===== src/rtl/fetch_guard.sv =====
module fetch_guard #(
  parameter int AW = 32,
  parameter int DW = 32,
  parameter logic [AW-1:0] ROM_BASE    = 32'h0000_0000,
  parameter logic [AW-1:0] ROM_BYTES   = 32'h0000_2000,
  parameter logic [AW-1:0] FWRAM_BASE  = 32'hD000_0000,
  parameter logic [AW-1:0] FWRAM_BYTES = 32'h0000_0800,
  parameter logic [AW-1:0] RAM_BASE    = 32'h4000_0000,
  parameter logic [AW-1:0] RAM_SPAN    = 32'h2000_0000,
  parameter logic [AW-1:0] RAM_BYTES   = 32'h0002_0000,
  parameter int BLINK_BITS = 23
) (
  input  logic          clk,
  input  logic          rst_n,
  input  logic          bus_valid,
  input  logic          bus_instr,
  input  logic [AW-1:0] bus_addr,
  input  logic [DW-1:0] mem_rdata,
  output logic [DW-1:0] cpu_rdata,
  input  logic          app_mode,
  input  logic [AW-1:0] syscall_ptr,
  input  logic [AW-1:0] hash_ptr,
  input  logic          reg_we,
  input  logic [7:0]    reg_addr,
  input  logic [AW-1:0] reg_wdata,
  output logic [AW-1:0] reg_rdata,
  input  logic          cpu_trap,
  output logic          led_red
);
  localparam logic [7:0] OFS_CTRL  = 8'h60;
  localparam logic [7:0] OFS_FIRST = 8'h61;
  localparam logic [7:0] OFS_LAST  = 8'h62;

  logic          win_en, rom_open, trap_seen;
  logic [AW-1:0] win_first, win_last;
  logic [BLINK_BITS-1:0] blink_cnt;

  logic [AW-1:0] rom_off, fw_off, ram_off;
  assign rom_off = bus_addr - ROM_BASE;
  assign fw_off  = bus_addr - FWRAM_BASE;
  assign ram_off = bus_addr - RAM_BASE;

  logic in_rom, in_fw, in_ram_gap, fetch, at_entry, in_win, viol;
  assign in_rom     = rom_off < ROM_BYTES;
  assign in_fw      = fw_off < FWRAM_BYTES;
  assign in_ram_gap = (ram_off < RAM_SPAN) && (ram_off >= RAM_BYTES);
  assign fetch      = bus_valid && bus_instr;
  assign at_entry   = in_rom && (bus_addr == syscall_ptr || bus_addr == hash_ptr);
  assign in_win     = win_en && bus_addr >= win_first && bus_addr <= win_last;

  assign viol = (bus_valid && in_ram_gap)
              || (fetch && in_fw)
              || (fetch && in_rom && app_mode && !rom_open && !at_entry)
              || (fetch && in_win);

  assign cpu_rdata = viol ? '0 : mem_rdata;

  always_ff @(posedge clk) begin
    if (!rst_n) rom_open <= 1'b0;
    else if (fetch) begin
      if (!in_rom) rom_open <= 1'b0;
      else if (at_entry) rom_open <= 1'b1;
    end
  end

  always_ff @(posedge clk) begin
    if (!rst_n) begin
      win_en    <= 1'b0;
      win_first <= '0;
      win_last  <= '0;
    end else if (reg_we) begin
      if (reg_addr == OFS_CTRL && reg_wdata[0]) win_en <= 1'b1;
      if (reg_addr == OFS_FIRST && !win_en) win_first <= reg_wdata;
      if (reg_addr == OFS_LAST && !win_en) win_last <= reg_wdata;
    end
  end

  always_comb begin
    case (reg_addr)
      OFS_CTRL:  reg_rdata = {{(AW-1){1'b0}}, win_en};
      OFS_FIRST: reg_rdata = win_first;
      OFS_LAST:  reg_rdata = win_last;
      default:   reg_rdata = '0;
    endcase
  end

  always_ff @(posedge clk) begin
    if (!rst_n) begin
      trap_seen <= 1'b0;
      blink_cnt <= '0;
    end else begin
      if (cpu_trap) trap_seen <= 1'b1;
      if (trap_seen) blink_cnt <= blink_cnt + 1'b1;
    end
  end

  assign led_red = trap_seen && !blink_cnt[BLINK_BITS-1];
endmodule


===== config.mk =====
export PLATFORM = sky130hd
export DESIGN_NAME = fetch_guard
export DESIGN_NICKNAME = d
export VERILOG_FILES = /design/src/rtl/fetch_guard.sv
export SDC_FILE = /design/constraint.sdc
export NUM_CORES = 1
export LEC_CHECK = 0
export BUFFER_PORTS_ARGS = -buffer_cell sky130_fd_sc_hd__buf_4
export CORE_MARGIN = 2
export CORE_UTILIZATION = 55
export CTS_CLUSTER_DIAMETER = 100
export DETAILED_ROUTE_END_ITERATION = 8
export PLACE_DENSITY = 0.87
export SLEW_MARGIN = 0
export SYNTH_ARGS = -nofsm -noshare
export SYNTH_HDL_FRONTEND = slang
export SYNTH_SLANG_ARGS = --single-unit

===== constraint.sdc =====
create_clock -name clk -period 4.65 [get_ports clk]
set_clock_uncertainty 0.15 [all_clocks]
set_input_delay 0.93 -clock clk [delete_from_list [all_inputs] [get_ports clk]]
set_output_delay 0.93 -clock clk [all_outputs]
set_load 0.01 [all_outputs]

==> metrics.md <==
| Metric | Value |
|---|---|
| R2R depth | 6 |
| Initial antenna violation count | 0 |
| Hold Path Origin | win_last[15] |
| WHS Path Cells | 2 |
| Core Region | 12100 um2 |
| DR pass1 iterations | 5 |
| Root Buffer | clkbuf_16 |
| Vias | 6857 |
| Post-route DRC | 0 |
| Crit end category | primary output |
| Row count | 40 |
| Peak supply drop | 225 uV |
| Synthesized cell area | 6850 um2 |
| Post-synth top area cell | dfxtp_1 |
| WP data required | 3.57 ns |
| Fmax | 0.224 GHz |
| Area growth, synth to finish | 31.8% |
| Fin cells | 1217 |
| Gr ovfl total | 0 |
| Synth top area share | 0.263 |
| RSZ-0062 raised after global routing | false |
| CTS tree | done |
| Inst Count DP | 1202 |
| Crit path top cell by count | buf_4 |
| H-tree levels | 3 |
| Synth top area cells | dfxtp_1, ha_1, xor2_1, inv_1, nand2_1 |
| Worst-case clock buffer depth | 2 |
| Clock Latency Late Sink | 0.34 ns |
| # diodes | 0 |
| Routed vias/inst | 5.63 |
| Die Footprint | 13400 um2 |
| Final net count | 1289 |
| Crit path cell chain | buf_4 -> inv_1 -> ha_1 -> nand2b_4 -> a2111oi_2 -> o311ai_1 -> a211oi_2 -> o21ai_4 -> a211oi_1 -> buf_4 |
| Layout cell share with drive strength beyond 1 | 0.260 |
| Post-Synthesis Cells | 825 |
| Ys async rst share | 0 |
| Top post-synthesis cells by count | inv_1, nand2_1, dfxtp_1 |
| CP top delay family | compound AO/OA/AOI/OAI gates |
| DRT iter0 DRCs | 572 |
| Largest stage delay, worst path | 0.42 ns |
| Top_reg_cell synth | dfxtp_1 |
| Post-synthesis sequential area ratio | 0.263 |
| Final period utilization | 0.960 |
| Area occupied by multi-input gates | 4490 um2 |
| Critical R2R Launch | trap_seen |
| Die H | 116 um |
| PortBufs | 239 |
| DP Area | 8710 um2 |
| Tmin final | 4.47 ns |
| DP HPWL | 17300 um |
| Status | finished, final reports clean |
| Worst EP arrival | 3.39 ns |
| Count of final max-slew check failures | 0 |
| Finished Cell Area | 9020 um2 |
| Clock transition at path regs | 0.06 ns |
| Final hold viol count | 0 |
| Rel. slew slack | 0.473 |
| Worst min path class | reg2reg |
| Worst slew pin tran | 0.788 ns |
| Total power | 1.88 mW |
| Die W | 116 um |
| Final Util | 0.748 |
| Vias in the first global route | 6637 |
| Syn. warnings | 0 |
| CP Buf/Inv Count | 3 |
| Worst path depth | 10 |
| Worst Path Class, Setup | in2out |
| Largest net degree at the start of global routing | 91 |
| GRT Total Usage | 0.321 |
| Net count after synthesis | 1069 |
| Hold_ws | 0.318 ns |
| Cell with the most instances after synthesis | inv_1 |
| IO Count | 240 |
| Number of endpoints failing setup at the final stage | 0 |
| Gp weighted congestion | 0.963 |
| Num Clock Sinks | 90 |
| Leak | 3.77 nW |
| Crit path launch type | primary input |
| Total Wirelength | 21800 um |
| Crit path max fanout | 32 |
| Post-Synthesis Mean Instance Area | 8.30 um2 |
| Cell Pwr Density | 208 nW/um2 |
| FILL cells | 909 |
| Post-synth EDFFs | 0 |
| CP startpoint | bus_addr[0] |
| Antenna-violating nets left | 0 |
| Max cap viols | 0 |
| First-pass GRT wire length | 33200 um |
| Post-synthesis register bit count | 90 |
| Starting Density | 0.568 |
| Wirelength per Cell | 17.9 um |
| Reg area | 1800 um2 |
| Crit path max-delay cell type | a211oi_2 |
| Inserted Clock Buffers | 9 |
| Post-synthesis cell type count | 54 |
==> sequential cells by signal (all words and copies together), names as in the netlist <==
name / cells
blink_cnt: 23
rom_open: 1
trap_seen: 1
win_en: 1
win_first: 32
win_last: 32
==> cell type report <==
cell class | count | share of cell area
Multi-Input combinational cell | 598 | 0.498
Timing Repair Buffer | 246 | 0.205
Sequential cell | 90 | 0.200
Inverter | 100 | 0.0416
Clock buffer | 11 | 0.0269
Tap cell | 168 | 0.0233
Clock inverter | 4 | 0.00582
==> where the power goes <==
part           internal, mW  switching, mW
logic                 0.199          0.184
clock network         0.429          0.291
registers             0.774        0.00305
==> per-stage QoR <==
stage                     setup TNS, ns  setup WS (ns)
final                                 0          0.184
after global routing                  0         0.0911
after CTS                             0         0.0183
after detailed placement       -0.00106       -0.00106
after global placement                0          0.146
after floorplan                       0          0.818
==> worst reg2reg max path: stages, from the launching register on <==
cell and delay (ns):
dfxtp_1 0.45, and4_1 0.28, nand4_1 0.22, nor3_1 0.45, nand3_1 0.16, xnor2_1 0.15
and2_1 0.15
==> final timing paths <==
path / endpoint / slack, ns
setup / recovery: cpu_rdata[9] / 0.18
hold / removal: win_last[15] / 0.32
setup reg to reg: blink_cnt[21] / 2.55
hold reg to reg: win_last[15] / 0.32
==> per-layer routing <==
layer  part of all wire  vias up  track usage
met5                  0        -            0
met4              0.057        0        0.194
met3              0.076       84       0.0711
met2               0.48      298        0.547
met1               0.38     3169        0.367
li1                   -     3306            -
==> cell usage in the layout, fill, tap and decap left out, types with 3 or more instances in the layout <==
cell / instances
nor2_1: 13
a22o_1: 31
and2_1: 18
a211oi_2: 3
nand3_1: 15
and4_1: 5
nor2b_1: 38
inv_1: 100
o21a_1: 3
o21ai_0: 11
a221oi_1: 4
a21oi_1: 23
dfxtp_1: 90
nor4_1: 25
ha_1: 69
a21boi_1: 30
nand2_1: 93
buf_4: 246
a21boi_0: 4
or3_1: 3
a31oi_1: 3
nor3_1: 4
xnor2_1: 14
mux2i_1: 34
clkbuf_16: 9
nand4_1: 26
xor2_1: 70
a211oi_1: 30
==> repair_timing <==
item,4_1_cts,5_1_grt
hold buffers,0,0
buffers inserted,0,0
gates resized for setup,1,1
endpoints found under the hold margin,0,0
setup endpoints to repair,1,32
pin swaps,0,0
==> logic make-up after synthesis <==
group                    Yosys count  synth area share
AND/OR/NAND/NOR                  254             0.200
AO/OA/AOI/OAI                    157             0.169
buffers and inverters            137            0.0840
flip-flops                        90             0.263
XOR/XNOR                          84             0.107
adder cells (fa/ha/maj)           69             0.126
multiplexers                      34            0.0497
No activity file was read; power rests on OpenSTA's default activity.
